### src/rtl/sa_pkg.sv
package sa_pkg;
  // Per-line command from the line controller to the address register.
  typedef struct packed {
    logic load1;  // frame start: take upper base
    logic load2;  // split boundary: take lower base
    logic adv;    // ordinary line step: add pitch
    logic clr;    // any accepted line/frame boundary: clear word count
  } sa_cmd_t;
endpackage

### src/rtl/sa_rst_sync.sv
module sa_rst_sync #(
  parameter int STAGES = 2
) (
  input  logic clk,
  input  logic rst_n,
  output logic rst_sync_n
);
  logic [STAGES-1:0] sync_q;

  always_ff @(posedge clk or negedge rst_n) begin
    if (!rst_n) sync_q <= '0;
    else        sync_q <= {sync_q[STAGES-2:0], 1'b1};
  end

  assign rst_sync_n = sync_q[STAGES-1];
endmodule

### src/rtl/sa_line_ctl.sv
module sa_line_ctl
  import sa_pkg::*;
#(
  parameter int LINE_W = 10
) (
  input  logic              clk,
  input  logic              rst_n,
  input  logic              frame_start,
  input  logic              line_start,
  input  logic [LINE_W-1:0] split_line,
  input  logic [LINE_W-1:0] panel_lines,
  input  logic              dual_panel,
  output sa_cmd_t           cmd,
  output logic              scr_sel
);
  localparam int BW = LINE_W + 1;
  localparam logic [LINE_W-1:0] IDX_MAX = {LINE_W{1'b1}};

  logic              first_q, first_d;
  logic [LINE_W-1:0] idx_q, idx_d, idx_inc;
  logic              sel_q, sel_d;
  logic [BW-1:0]     bound;
  logic              hit;
  logic              step;
  logic              en;

  // Boundary line index: half panel in dual mode, programmed count + 1 otherwise.
  always_comb begin
    idx_inc = (idx_q == IDX_MAX) ? idx_q : idx_q + 1'b1;
    if (dual_panel) bound = {1'b0, (panel_lines >> 1)};
    else            bound = {1'b0, split_line} + BW'(1);
    hit  = ({1'b0, idx_inc} == bound) && (bound < {1'b0, panel_lines});
    step = !frame_start && line_start && !first_q;
  end

  always_comb begin
    cmd.load1 = frame_start;
    cmd.clr   = frame_start | line_start;
    cmd.load2 = step && hit;
    cmd.adv   = step && !hit;
  end

  always_comb begin
    en      = frame_start | line_start;
    first_d = first_q;
    idx_d   = idx_q;
    sel_d   = sel_q;
    if (frame_start) begin
      first_d = 1'b1;
      idx_d   = '0;
      sel_d   = 1'b0;
    end else if (line_start) begin
      if (first_q) begin
        first_d = 1'b0;
      end else begin
        idx_d = idx_inc;
        if (hit) sel_d = 1'b1;
      end
    end
  end

  always_ff @(posedge clk or negedge rst_n) begin
    if (!rst_n) begin
      first_q <= 1'b1;
      idx_q   <= '0;
      sel_q   <= 1'b0;
    end else if (en) begin
      first_q <= first_d;
      idx_q   <= idx_d;
      sel_q   <= sel_d;
    end
  end

  assign scr_sel = sel_q;
endmodule

### src/rtl/sa_addr_reg.sv
module sa_addr_reg
  import sa_pkg::*;
#(
  parameter int ADDR_W  = 16,
  parameter int PITCH_W = 8,
  parameter int WPL_W   = 8
) (
  input  logic               clk,
  input  logic               rst_n,
  input  sa_cmd_t            cmd,
  input  logic               fetch,
  input  logic [ADDR_W-1:0]  scr1_base,
  input  logic [ADDR_W-1:0]  scr2_base,
  input  logic [PITCH_W-1:0] pitch_adj,
  input  logic [WPL_W-1:0]   words_per_line,
  output logic [ADDR_W-1:0]  addr
);
  logic [ADDR_W-1:0] addr_q, addr_d;
  logic [WPL_W-1:0]  wcnt_q, wcnt_d;
  logic              fetch_ok;
  logic              en;

  always_comb begin
    fetch_ok = fetch && (wcnt_q < words_per_line);
    en       = cmd.clr | fetch_ok;
    addr_d   = addr_q;
    wcnt_d   = wcnt_q;
    if (cmd.load1) begin
      addr_d = scr1_base;
      wcnt_d = '0;
    end else if (cmd.load2) begin
      addr_d = scr2_base;
      wcnt_d = '0;
    end else if (cmd.adv) begin
      addr_d = addr_q + ADDR_W'(pitch_adj);
      wcnt_d = '0;
    end else if (cmd.clr) begin
      wcnt_d = '0;
    end else if (fetch_ok) begin
      addr_d = addr_q + 1'b1;
      wcnt_d = wcnt_q + 1'b1;
    end
  end

  always_ff @(posedge clk or negedge rst_n) begin
    if (!rst_n) begin
      addr_q <= '0;
      wcnt_q <= '0;
    end else if (en) begin
      addr_q <= addr_d;
      wcnt_q <= wcnt_d;
    end
  end

  assign addr = addr_q;
endmodule

### src/rtl/split_addr_gen.sv
module split_addr_gen
  import sa_pkg::*;
#(
  parameter int ADDR_W  = 16,
  parameter int LINE_W  = 10,
  parameter int PITCH_W = 8,
  parameter int WPL_W   = 8
) (
  input  logic               clk,
  input  logic               rst_n,
  input  logic               frame_start,
  input  logic               line_start,
  input  logic               fetch,
  input  logic [ADDR_W-1:0]  scr1_base,
  input  logic [ADDR_W-1:0]  scr2_base,
  input  logic [LINE_W-1:0]  split_line,
  input  logic [PITCH_W-1:0] pitch_adj,
  input  logic [WPL_W-1:0]   words_per_line,
  input  logic [LINE_W-1:0]  panel_lines,
  input  logic               dual_panel,
  output logic [ADDR_W-1:0]  fetch_addr,
  output logic               scr_sel
);
  logic    rst_sync_n;
  sa_cmd_t cmd;

  sa_rst_sync #(.STAGES(2)) u_rst (
    .clk        (clk),
    .rst_n      (rst_n),
    .rst_sync_n (rst_sync_n)
  );

  sa_line_ctl #(.LINE_W(LINE_W)) u_line (
    .clk         (clk),
    .rst_n       (rst_sync_n),
    .frame_start (frame_start),
    .line_start  (line_start),
    .split_line  (split_line),
    .panel_lines (panel_lines),
    .dual_panel  (dual_panel),
    .cmd         (cmd),
    .scr_sel     (scr_sel)
  );

  sa_addr_reg #(
    .ADDR_W  (ADDR_W),
    .PITCH_W (PITCH_W),
    .WPL_W   (WPL_W)
  ) u_addr (
    .clk            (clk),
    .rst_n          (rst_sync_n),
    .cmd            (cmd),
    .fetch          (fetch),
    .scr1_base      (scr1_base),
    .scr2_base      (scr2_base),
    .pitch_adj      (pitch_adj),
    .words_per_line (words_per_line),
    .addr           (fetch_addr)
  );
endmodule

### config.mk
export PLATFORM = sky130hd
export DESIGN_NAME = split_addr_gen
export DESIGN_NICKNAME = d
export VERILOG_FILES = /design/src/rtl/sa_pkg.sv /design/src/rtl/sa_rst_sync.sv /design/src/rtl/sa_line_ctl.sv /design/src/rtl/sa_addr_reg.sv /design/src/rtl/split_addr_gen.sv
export SDC_FILE = /design/constraint.sdc
export NUM_CORES = 1
export LEC_CHECK = 0
export BUFFER_PORTS_ARGS = -buffer_cell sky130_fd_sc_hd__buf_4
export CAP_MARGIN = 40
export CORE_AREA = 2 2 92 94
export DETAILED_ROUTE_END_ITERATION = 7
export DIE_AREA = 0 0 94 96
export PLACE_DENSITY = 0.68
export SLEW_MARGIN = 10
export SYNTH_ARGS = -nofsm -noshare
export SYNTH_HDL_FRONTEND = slang
export SYNTH_SLANG_ARGS = --single-unit
### constraint.sdc
create_clock -name clk -period 1.2 [get_ports clk]
set_input_delay 0.18 -clock clk [delete_from_list [all_inputs] [get_ports clk]]
set_output_delay 0.18 -clock clk [all_outputs]
set_load 0.005 [all_outputs]
==> results of run 1 <==
per-stage QoR:
stage | hold slack (ns) | instance area [um2] | worst slack (ns) | power, W
finish | 0.0817 | 6150 | -2.95 | 0.00515
CTS | 0.0832 | 5780 | -2.84 | 0.00483
floorplan | -0.116 | 3710 | -2.95 | 0.00235
global route | 0.0864 | 6150 | -3.18 | 0.00537
detailed placement | -0.0347 | 5360 | -3.21 | 0.00330
global placement | -0.0381 | 5360 | -3.02 | 0.00324
final cells by class:
| type | instances | area [um2] | share of cell area |
|---|---|---|---|
| Clock inverter | 2 | 60.1 | 0.00976 |
| Sequential cell | 38 | 953 | 0.155 |
| Multi-Input combinational cell | 338 | 2930 | 0.476 |
| Tap cell | 105 | 131 | 0.0214 |
| Inverter | 27 | 101 | 0.0165 |
| Timing Repair Buffer | 240 | 1890 | 0.308 |
| Clock buffer | 6 | 82.6 | 0.0134 |
cells by family (layout without fill, tap and decap cells):
group | Yosys count | in the layout | synth area share
and+or+nand+nor | 152 | 152 | 0.229
AOI/OAI and AO/OA | 116 | 116 | 0.233
buffers and inverters | 49 | 275 | 0.0616
DFF | 38 | 38 | 0.269
xor gates and xnor gates | 33 | 33 | 0.0817
adders and majority gates | 28 | 28 | 0.101
muxes | 8 | 8 | 0.0234
other | 1 | 1 | 0.00106
power groups by stage:
stage	Combinational [W]	Clock (W)	Sequential, W
floorplan	0.000813	0	0.00154
global placement	0.00174	0	0.00150
detailed placement	0.00180	0	0.00151
CTS	0.00194	0.00141	0.00148
global route	0.00241	0.00146	0.00150
finish	0.00225	0.00140	0.00150
synthesized netlist by cell type (2+ instances only):
master and number:
sky130_fd_sc_hd__a211o_1 3, sky130_fd_sc_hd__a211oi_1 4, sky130_fd_sc_hd__a21o_1 5, sky130_fd_sc_hd__a21oi_1 18, sky130_fd_sc_hd__a22o_1 3, sky130_fd_sc_hd__a22oi_1 3
sky130_fd_sc_hd__a311oi_1 2, sky130_fd_sc_hd__a31oi_1 12, sky130_fd_sc_hd__and2_1 2, sky130_fd_sc_hd__and3_1 19, sky130_fd_sc_hd__and4_1 4, sky130_fd_sc_hd__buf_1 2
sky130_fd_sc_hd__buf_2 6, sky130_fd_sc_hd__buf_4 2, sky130_fd_sc_hd__clkbuf_1 10, sky130_fd_sc_hd__dfrtp_1 37, sky130_fd_sc_hd__ha_1 27, sky130_fd_sc_hd__inv_1 27
sky130_fd_sc_hd__mux2_2 2, sky130_fd_sc_hd__mux2i_1 6, sky130_fd_sc_hd__nand2_1 15, sky130_fd_sc_hd__nand2b_1 3, sky130_fd_sc_hd__nand3_1 31, sky130_fd_sc_hd__nand4_1 14
sky130_fd_sc_hd__nor2_1 33, sky130_fd_sc_hd__nor2b_1 6, sky130_fd_sc_hd__nor3_1 9, sky130_fd_sc_hd__nor4_1 3, sky130_fd_sc_hd__o211ai_1 7, sky130_fd_sc_hd__o211ai_2 2
sky130_fd_sc_hd__o21ai_0 24, sky130_fd_sc_hd__o21ai_1 3, sky130_fd_sc_hd__o22a_1 2, sky130_fd_sc_hd__o22ai_1 6, sky130_fd_sc_hd__o311ai_0 2, sky130_fd_sc_hd__o31a_1 3
sky130_fd_sc_hd__o31ai_1 2, sky130_fd_sc_hd__or2_2 3, sky130_fd_sc_hd__or3_1 3, sky130_fd_sc_hd__or4_1 2, sky130_fd_sc_hd__xnor2_1 16, sky130_fd_sc_hd__xor2_1 17
repair_timing:
action	CTS	global route
buffers inserted	8	17
hold buffers	1	0
hold endpoints to repair	2	0
endpoints found under the setup margin	37	40
pin swaps	37	45
gates cloned	1	0
resized for setup	48	54
per-layer routing:
metal / track usage / routed length [um] / vias to the layer above
li1: - / - / 2021
met1: 0.309 / 5020 / 2118
met2: 0.513 / 6890 / 169
met3: 0.0399 / 745 / 34
met4: 0.0930 / 372 / 0
met5: 0 / 0 / -
flip-flops by register name, summed over array words and instances, names as in the netlist:
name            cells
u_line.first_q      1
u_addr.wcnt_q       8
u_line.scr_sel      1
u_line.idx_q       10
u_rst.sync_q        2
u_addr.addr        16
final timing paths:
kind                       slack [ns]         endpoint  cells past startpoint       startpoint
max                             -2.95   u_addr.addr[9]                     19  u_line.idx_q[1]
min                              0.08   u_line.first_q                      2       line_start
max reg2reg                     -2.95   u_addr.addr[9]                     19  u_line.idx_q[1]
min reg2reg                      0.22   u_addr.addr[4]                      1  u_rst.sync_q[1]
max in group asynchronous        0.70   u_line.first_q                      1  u_rst.sync_q[1]
min in group asynchronous        0.19  u_rst.sync_q[1]                      2            rst_n
==> impl_summary.log, run 1 <==
INFO  metric worst_slew_pin_slew = 0.659 ns
INFO  metric drt_wl_total = 13.0 mm
INFO  metric setup-tns-final = -52.66 ns
INFO  metric power.share.combinational = 0.437
INFO  metric mappedNetlistNets = 527
INFO  metric antenna_left = 0
INFO  metric cp-start-kind = register
INFO  metric outcome = finished, violations left
INFO  metric floorplan.initialDensity = 0.439
INFO  metric hold_path.class = in -> reg
INFO  metric failed_checks = setup timing
INFO  metric max_clock_freq = 241 MHz
INFO  metric die_height = 96 um
INFO  metric worstSkewPairLatency = 0.30 ns
INFO  metric synthToLayoutAreaGrowth = 74.0%
INFO  metric layout.filler_cells = 519
INFO  metric pin_count = 91
INFO  metric post_route_cells_drive_above_1_share = 0.528
INFO  metric critPathBufInv = 2
INFO  metric irDropWorstVdd = 0.000508 V
INFO  metric ys_seq_area_frac = 0.269
INFO  metric post_synth.cell_area_avg = 8.32 um2
INFO  metric routed_via_density = 5.74
INFO  metric critical_path.most_common_cell = sky130_fd_sc_hd__nor2_4
INFO  metric post-route-drc-count = 0
INFO  metric timing.critical_path.fanout_max = 6
INFO  metric antenna_cells = 0
INFO  metric synth_ff_type = sky130_fd_sc_hd__dfrtp_1
INFO  metric worst_path_dominant_cell_family = simple AND/OR/NAND/NOR gates
INFO  metric port-buffer-count = 90
INFO  metric track_usage = 0.270
INFO  metric netlist_top_cells_area = sky130_fd_sc_hd__dfrtp_1 (26%), sky130_fd_sc_hd__ha_1 (9.6%), sky130_fd_sc_hd__nand3_1 (4.4%)
INFO  metric pwr-share-seq = 0.291
INFO  metric p_int = 0.00353 W
INFO  metric drt_iter0_drc = 183
INFO  metric p_switching = 0.00162 W
INFO  metric global_route_overflow = 0
INFO  metric max_cap_violations = 0
INFO  metric relative_max_transition_margin = 0.556
INFO  metric chipWidth = 94 um
INFO  metric antenna_found_initial = 0
INFO  metric layout.cells.most_common = sky130_fd_sc_hd__buf_4
INFO  metric grt_pass1_wl = 19.4 mm
INFO  metric unrepaired_setup_endpoints_after_global_routing = true
INFO  metric cts_tree = built
INFO  metric std_cell_rows = 33
INFO  metric clock_path_buffers = 2
INFO  metric worst_ep_required_time = 1.35 ns
INFO  metric postSynth.asyncResetShare = 1.00
INFO  metric path_class = reg -> reg
INFO  metric tritoncts_num_sinks = 38
INFO  metric netlist_instances = 425
INFO  metric htree_levels = 2
INFO  metric cp_cell_sequence = ha_2 > and4_4 > nand2_4 > nor2_4 > nand4b_1 > a2111o_1 > or4_4 > buf_6 > nand3_4 > inv_2 > ha_4 > a211oi_4 > o21ai_2 > and3_4 > nor2_4 > xor2_2 > nor3_1 > a221oi_1 > o311ai_1
INFO  metric vias = 4342
INFO  metric final_hold_viol_count = 0
INFO  metric syn-cell-area = 3540 um2
INFO  metric design.core.area = 8050 um2
INFO  metric cts_inserted_buffers = 5
INFO  metric yosys_register_bits = 38
INFO  metric arrival = 4.30 ns
INFO  metric finish.cell_count_without_fillers = 756
INFO  metric cts_root_buffer = sky130_fd_sc_hd__clkbuf_8
INFO  metric final-setup-viol-count = 36
INFO  metric dp_hpwl = 9.00 mm
INFO  metric via_count_of_the_first_global_routing_pass = 4312
INFO  metric postLayoutCoreUtil = 0.764
INFO  metric slowest_stage = sky130_fd_sc_hd__or4_4
INFO  metric clock_power_share = 0.272
INFO  metric synth.distinct_cells = 67
INFO  metric worst_clock_skew = 0.0158 ns
INFO  metric first_pass_iters = 5
INFO  metric crit_path_time_final = 4.15 ns
INFO  metric critical_path.endpoint_type = register
INFO  metric synth_enable_flop_cells = 0
INFO  metric finalWorstSetupSlack = -2.95 ns
INFO  metric finalWeightedCongestion = 0.921
INFO  metric clk_pin_slew_worst_paths = 0.08 ns
INFO  metric yosys.area.top_type_share = 0.262
INFO  metric grt_max_degree = 37
INFO  metric switching_share = 0.314
INFO  metric wire_per_inst = 17.2 um
INFO  metric post-place-cells = 724
INFO  metric static-leakage-power = 2.85 nW
INFO  metric critical_path.max_stage_delay = 0.52 ns
INFO  metric netlist.top_cell.by_area = sky130_fd_sc_hd__dfrtp_1
INFO  metric layout.nets = 752
INFO  metric die_area = 9020 um2
INFO  metric layout_worst_path_cycle_share = 3.46
INFO  metric layout.cells.most_common_list = sky130_fd_sc_hd__buf_4 (216), sky130_fd_sc_hd__dfrtp_1 (36), sky130_fd_sc_hd__nor2_1 (26), sky130_fd_sc_hd__inv_1 (25), sky130_fd_sc_hd__nand3_1 (25)
INFO  metric maxSlewViolCount = 0
INFO  metric ys.warnings.count = 0
INFO  metric power_density = 836 nW/um2
Power figures use the tool's default switching activity.
==> inputs of run 2 (changes only) <==
CORE_AREA = 4 4 94 96   (was 2 2 92 94)
DIE_AREA = 0 0 98 100   (was 0 0 94 96)
==> impl_summary.log, run 2 (synthesis results as in run 1) <==
INFO  metric finalWeightedCongestion = 0.889
INFO  metric design.core.area = 8050 um2
INFO  metric floorplan.initialDensity = 0.439
INFO  metric failed_checks = setup timing
INFO  metric die_area = 9800 um2
INFO  metric std_cell_rows = 33
INFO  metric critical_path.max_stage_delay = 0.54 ns
INFO  metric critical_path.most_common_cell = sky130_fd_sc_hd__ha_4
INFO  metric chipWidth = 98 um
INFO  metric routed_via_density = 5.69
INFO  metric timing.critical_path.fanout_max = 11
INFO  metric clk_pin_slew_worst_paths = 0.09 ns
INFO  metric irDropWorstVdd = 0.000454 V
INFO  metric global_route_overflow = 0
INFO  metric final-setup-viol-count = 36
INFO  metric worstSkewPairLatency = 0.29 ns
INFO  metric layout.cells.most_common_list = sky130_fd_sc_hd__buf_4 (220), sky130_fd_sc_hd__dfrtp_1 (37), sky130_fd_sc_hd__nand3_1 (29), sky130_fd_sc_hd__nor2_1 (28), sky130_fd_sc_hd__inv_1 (25)
INFO  metric post_route_cells_drive_above_1_share = 0.502
INFO  metric post-layout-total-power = 0.00473 W
INFO  metric outcome = finished, violations left
INFO  metric pin_count = 91
INFO  metric antenna_found_initial = 0
INFO  metric dp_hpwl = 9.33 mm
INFO  metric unrepaired_setup_endpoints_after_global_routing = true
INFO  metric antenna_left = 0
INFO  metric htree_levels = 2
INFO  metric grt_max_degree = 37
INFO  metric grt_pass1_wl = 19.4 mm
INFO  metric synthToLayoutAreaGrowth = 68.5%
INFO  metric wire_per_inst = 16.8 um
INFO  metric die_height = 100 um
INFO  metric static-leakage-power = 2.81 nW
INFO  metric first_pass_iters = 6
INFO  metric worst_path_dominant_cell_family = simple AND/OR/NAND/NOR gates
INFO  metric cts_tree = built
INFO  metric drt_iter0_drc = 151
INFO  metric max_cap_violations = 0
INFO  metric track_usage = 0.240
INFO  metric arrival = 4.33 ns
INFO  metric antenna_cells = 0
INFO  metric cp_cell_sequence = ha_4 > and4_4 > nand2_4 > nor2_4 > nand4b_1 > a2111o_1 > or4_4 > buf_8 > nand3_4 > inv_2 > ha_4 > a211oi_4 > o21ai_2 > and3_4 > nor2_1 > xor2_1 > nor3_1 > a221oi_1 > o311ai_1
INFO  metric finalWorstSetupSlack = -2.97 ns
INFO  metric finish.cell_count_without_fillers = 752
INFO  metric critPathBufInv = 2
INFO  metric layout.nets = 748
INFO  metric port-buffer-count = 90
INFO  metric power_density = 795 nW/um2
INFO  metric tritoncts_num_sinks = 38
INFO  metric worst_clock_skew = 0.00331 ns
INFO  metric clock_path_buffers = 2
INFO  metric cts_inserted_buffers = 5
INFO  metric worst_ep_required_time = 1.36 ns
INFO  metric maxSlewViolCount = 0
INFO  metric slowest_stage = sky130_fd_sc_hd__or4_4
INFO  metric hold_path.class = in -> reg
INFO  metric path_class = reg -> reg
INFO  metric cp-start-kind = register
INFO  metric layout_worst_path_cycle_share = 3.47
INFO  metric critical_path.endpoint_type = register
INFO  metric cts_root_buffer = sky130_fd_sc_hd__clkbuf_8
INFO  metric final_hold_viol_count = 0
INFO  metric vias = 4282
INFO  metric crit_path_time_final = 4.17 ns
INFO  metric layout.cells.most_common = sky130_fd_sc_hd__buf_4
INFO  metric max_reg_flops = 16
INFO  metric setup.reg_to_reg.worst_slack = -2.97 ns
INFO  metric post-route-drc-count = 0
INFO  metric post-place-cells = 728
INFO  metric via_count_of_the_first_global_routing_pass = 4363
INFO  metric max_clock_freq = 240 MHz
INFO  metric drt_wl_total = 12.6 mm
[run 2: path summary, 6_finish.rpt]
| check | startpoint | end | cells past startpoint |
|---|---|---|---|
| max reg2reg | u_line.idx_q[1] | u_addr.addr[9] | 19 |
| max in group asynchronous | u_rst.sync_q[1] | u_line.first_q | 1 |
| min reg2reg | u_rst.sync_q[1] | u_addr.addr[1] | 1 |
| min | scr2_base[14] | u_addr.addr[14] | 2 |
| max | u_line.idx_q[1] | u_addr.addr[9] | 19 |
| min in group asynchronous | rst_n | u_rst.sync_q[0] | 2 |
[run 2: layout make-up]
class	count	area [um2]
clock buffers	5	68.8
clock inverters	3	45.0
well taps	105	131
inverters	27	101
fillers	589	2090
flip-flops and latches	38	952
multi-input cells	338	2820
repair buffers	236	1840
[run 2: power by group]
part / switching [W] / internal [W] / total (W)
sequential: 0.000105 / 0.00138 / 0.00149
clock: 0.000518 / 0.000619 / 0.00114
combinational: 0.000907 / 0.00120 / 0.00211
[run 2: metal layers]
layer  share of wire  vias up  track usage
met4           0.030        0        0.103
met5               0        -            0
li1                -     2022            -
met3           0.059       36       0.0410
met2            0.54      161        0.454
met1            0.38     2063        0.263
[run 2: metrics by stage]
stage / util / hold WS (ns) / setup WS, ns / TNS (ns) / cell area [um2]
4_1_cts: 0.714 / 0.0904 / -2.87 / -51.71 / 5750
2_1_floorplan: - / -0.116 / -2.95 / -51.97 / 3710
5_1_grt: 0.740 / 0.0898 / -3.14 / -57.67 / 5960
3_5_place_dp: 0.669 / -0.0338 / -3.14 / -57.24 / 5390
6_report: 0.740 / 0.0968 / -2.97 / -53.62 / 5960
3_3_place_gp: 0.669 / -0.0381 / -3.04 / -54.80 / 5390
[run 2: worst reg2reg max path, delay by kind of cell (launching register included)]
family	cells	cell delay [ns]
xor+xnor	1	0.22
flops	1	0.42
buf+inv	2	0.20
simple gates	9	1.64
compound gates	5	1.16
fa+ha+maj	2	0.39
[run 2: what timing repair did]
item	4_1_cts	5_1_grt
hold buffers	1	0
hold endpoints to repair	2	0
buffers inserted	9	9
pin swaps	26	21
gates resized for setup	40	34
setup endpoints to repair	36	40
==> inputs of run 3 (changes only) <==
CORE_AREA = 4 4 95 97   (was 4 4 94 96)
DIE_AREA = 0 0 99 101   (was 0 0 98 100)
SYNTH_HIERARCHICAL = 1   (was unset)
==> impl_summary.log, run 3 <==
INFO  metric outcome = finished, violations left
INFO  metric failed_checks = setup timing
INFO  metric ys_seq_area_frac = 0.264
INFO  metric hold_path.class = in -> reg
INFO  metric post-route-drc-count = 0
INFO  metric timing.critical_path.fanout_max = 4
INFO  metric final-setup-viol-count = 35
INFO  metric area_share_of_xor_xnor_cells_in_the_synthesized_design = 0.0534
INFO  metric design.core.area = 8130 um2
INFO  metric die_area = 10000 um2
INFO  metric relative_max_transition_margin = 0.664
INFO  metric crit_path_time_final = 3.85 ns
INFO  metric post_route_cells_drive_above_1_share = 0.515
INFO  metric r2r-end = u_addr/addr[8]
INFO  metric synth-adder-area-share = 0.0992
INFO  metric yosys.area.top_type_share = 0.257
INFO  metric yosys.area_share.simple = 0.242
INFO  metric postLayoutCoreUtil = 0.777
INFO  metric routed_via_density = 5.61
INFO  metric global_route_overflow = 0
INFO  metric antenna_found_initial = 0
INFO  metric die_height = 101 um
INFO  metric drt_iter0_drc = 247
INFO  metric cts_tree = built
INFO  metric postSynth.asyncResetShare = 1.00
INFO  metric netlist_instances = 458
INFO  metric chipWidth = 99 um
INFO  metric layout.cells.most_common_list = sky130_fd_sc_hd__buf_4 (212), sky130_fd_sc_hd__nand2_1 (35), sky130_fd_sc_hd__dfrtp_1 (35), sky130_fd_sc_hd__nor2_1 (32), sky130_fd_sc_hd__o21ai_1 (28)
INFO  metric clock_path_buffers = 2
INFO  metric most_frequent_cell_after_synthesis = sky130_fd_sc_hd__o21ai_0
INFO  metric post_synth.cell_area_avg = 7.87 um2
INFO  metric layout.nets = 787
INFO  metric synth_top_cells_by_count = sky130_fd_sc_hd__o21ai_0 (50), sky130_fd_sc_hd__nand2_1 (40), sky130_fd_sc_hd__nor2_1 (39)
INFO  metric vias = 4434
INFO  metric finalWorstSetupSlack = -2.65 ns
INFO  metric wire_per_inst = 16.4 um
INFO  metric cts_root_buffer = sky130_fd_sc_hd__clkbuf_8
INFO  metric netlist.top_cell.by_area = sky130_fd_sc_hd__dfrtp_1
INFO  metric synth_enable_flop_cells = 0
INFO  metric unrepaired_setup_endpoints_after_global_routing = true
INFO  metric synth_ff_type = sky130_fd_sc_hd__dfrtp_1
INFO  metric htree_levels = 2
INFO  metric synth.distinct_cells = 68
INFO  metric synth-compound-area-share = 0.262
INFO  metric std_cell_rows = 33
INFO  metric layout.filler_cells = 507
INFO  metric floorplan.initialDensity = 0.443
INFO  metric max_cap_violations = 0
INFO  metric grt_pass1_wl = 19.9 mm
INFO  metric muxShareOfSynthArea = 0.0250
INFO  metric ff2ff_path_depth = 19
INFO  metric static-leakage-power = 2.93 nW
INFO  metric hold-path-cell-count = 3
INFO  metric yosys_register_bits = 38
INFO  metric clk_pin_slew_worst_paths = 0.08 ns
INFO  metric dp_hpwl = 8.75 mm
INFO  metric holdWs = 0.132 ns
INFO  metric critical_path.endpoint_type = register
INFO  metric netlist_top_cells_area = sky130_fd_sc_hd__dfrtp_1 (26%), sky130_fd_sc_hd__ha_1 (9.4%), sky130_fd_sc_hd__o21ai_0 (6.9%)
INFO  metric timing.rr.start = u_line/idx_q[4]
INFO  metric antenna_cells = 0
INFO  metric antenna_left = 0
INFO  metric worst_ep_required_time = 1.38 ns
INFO  metric syn-cell-area = 3610 um2
INFO  metric layout_worst_path_cycle_share = 3.21
INFO  metric port-buffer-count = 90
INFO  metric endpoint = u_addr/addr[8]
INFO  metric ys.warnings.count = 6
INFO  metric tritoncts_num_sinks = 38
INFO  metric via_count_of_the_first_global_routing_pass = 4316
INFO  metric cp-start-kind = register
INFO  metric setup.reg_to_reg.worst_slack = -2.65 ns
INFO  metric maxSlewViolCount = 0
INFO  metric path_class = reg -> reg
INFO  metric grt_max_degree = 45
INFO  metric combinational_family_with_the_most_area_after_synthesis = compound AO/OA/AOI/OAI gates
INFO  metric mappedNetlistNets = 560
INFO  metric track_usage = 0.238
INFO  metric synthToLayoutAreaGrowth = 75.3%
INFO  metric pin_count = 91
INFO  metric max_reg_flops = 16
INFO  metric layout.cells.most_common = sky130_fd_sc_hd__buf_4
INFO  metric drt_wl_total = 12.9 mm
INFO  metric first_pass_iters = 5
INFO  metric irDropWorstVdd = 0.000545 V
INFO  metric worstSkewPairLatency = 0.30 ns
INFO  metric crit_start = u_line/idx_q[4]
INFO  metric arrival = 4.03 ns
INFO  metric cts_inserted_buffers = 5
INFO  metric max_clock_freq = 260 MHz
INFO  metric final_hold_viol_count = 0
INFO  metric finalWeightedCongestion = 0.917
INFO  metric power_density = 804 nW/um2
INFO  metric worst_clock_skew = 0.00544 ns
INFO  metric worst_slew_pin_slew = 0.504 ns
[run 3: cell types whose count changed after synthesis, sizes merged, moves of 5 or more]
cell	before	now
and3	19	7
nand4	14	5
a21oi	18	36
nor2	34	39
o21ai	27	52
nand3	32	25
xor2	17	11
o21a	1	6
nand2	16	42
xnor2	16	11
and2	2	10
[run 3: worst min path at each step]
stage | startpoint | slack, ns | end
final | scr1_base[14] | 0.13 | u_addr/addr[14]
after global routing | scr1_base[15] | 0.15 | u_addr/addr[15]
after CTS | scr1_base[14] | 0.15 | u_addr/addr[14]
after detailed placement | rst_n | -0.04 | u_rst/sync_q[1]
after global placement | rst_n | -0.04 | u_rst/sync_q[0]
after floorplan | rst_n | -0.12 | u_rst/sync_q[0]
[run 3: power by group]
group / leakage (nW) / switching [W] / total (W) / internal [W]
Combinational: 2.37 / 0.000989 / 0.00221 / 0.00122
Clock: 0.0683 / 0.000532 / 0.00137 / 0.000834
Sequential: 0.489 / 0.000108 / 0.00150 / 0.00140
[run 3: timing repair]
item	in CTS	in global routing
setup endpoints to repair	36	38
buffers inserted	20	18
cloned	0	1
resized for setup	69	62
hold buffers	1	0
pin swaps	44	33
endpoints found under the hold margin	2	0
[run 3: stage by stage]
step	instance area (um2)	cells	setup WS, ns	power (W)	TNS, ns
5_1_grt	6320	791	-2.85	0.00537	-63.30
3_5_place_dp	5350	747	-2.99	0.00337	-66.04
2_1_floorplan	3800	458	-2.56	0.00241	-57.50
3_3_place_gp	5350	747	-2.89	0.00332	-62.89
6_report	6320	791	-2.65	0.00508	-58.72
4_1_cts	5910	775	-2.51	0.00493	-54.23
[run 3: worst max-delay path, stage by stage, from the launching register on]
cell	delay, ns
sky130_fd_sc_hd__dfrtp_1	0.44
sky130_fd_sc_hd__nand4_1	0.22
sky130_fd_sc_hd__buf_4	0.22
sky130_fd_sc_hd__buf_4	0.13
sky130_fd_sc_hd__nor3_2	0.16
sky130_fd_sc_hd__nor3_1	0.08
sky130_fd_sc_hd__xnor2_1	0.14
sky130_fd_sc_hd__nor4_2	0.26
sky130_fd_sc_hd__nand4_1	0.16
sky130_fd_sc_hd__nor3b_4	0.20
sky130_fd_sc_hd__buf_6	0.12
sky130_fd_sc_hd__and2_4	0.14
sky130_fd_sc_hd__fa_2	0.34
sky130_fd_sc_hd__a21o_1	0.19
sky130_fd_sc_hd__a221oi_2	0.24
sky130_fd_sc_hd__buf_4	0.20
sky130_fd_sc_hd__o21a_4	0.15
sky130_fd_sc_hd__o21ai_0	0.09
sky130_fd_sc_hd__a21oi_1	0.15
sky130_fd_sc_hd__o22ai_1	0.10
[run 3: area by class of cell]
type                       count  area (um2)  area share
clock buffer                   5        68.8      0.0109
clock inverter                 3        68.8      0.0109
tap                          105         131      0.0208
multi-input combinational    375        3060       0.484
inverter                      26        97.6      0.0154
timing repair buffer         239        1940       0.307
sequential                    38         955       0.151
[run 3: per-layer routing]
metal	routed length, um	vias up	global-route usage	share of wire
met5	0	-	0	0
li1	-	2116	-	-
met4	336	0	0.0746	0.026
met2	6760	192	0.436	0.52
met1	5010	2091	0.287	0.39
met3	840	35	0.0353	0.065
[run 3: logic make-up (layout without fill, tap and decap cells)]
logic type / count (synthesis) / in the layout
AOI/OAI and AO/OA: 144 / 144
adders and majority gates: 28 / 28
and+or+nand+nor: 171 / 171
DFF: 38 / 38
muxes: 9 / 9
buffers and inverters: 45 / 273
other: 1 / 1
xor gates and xnor gates: 22 / 22
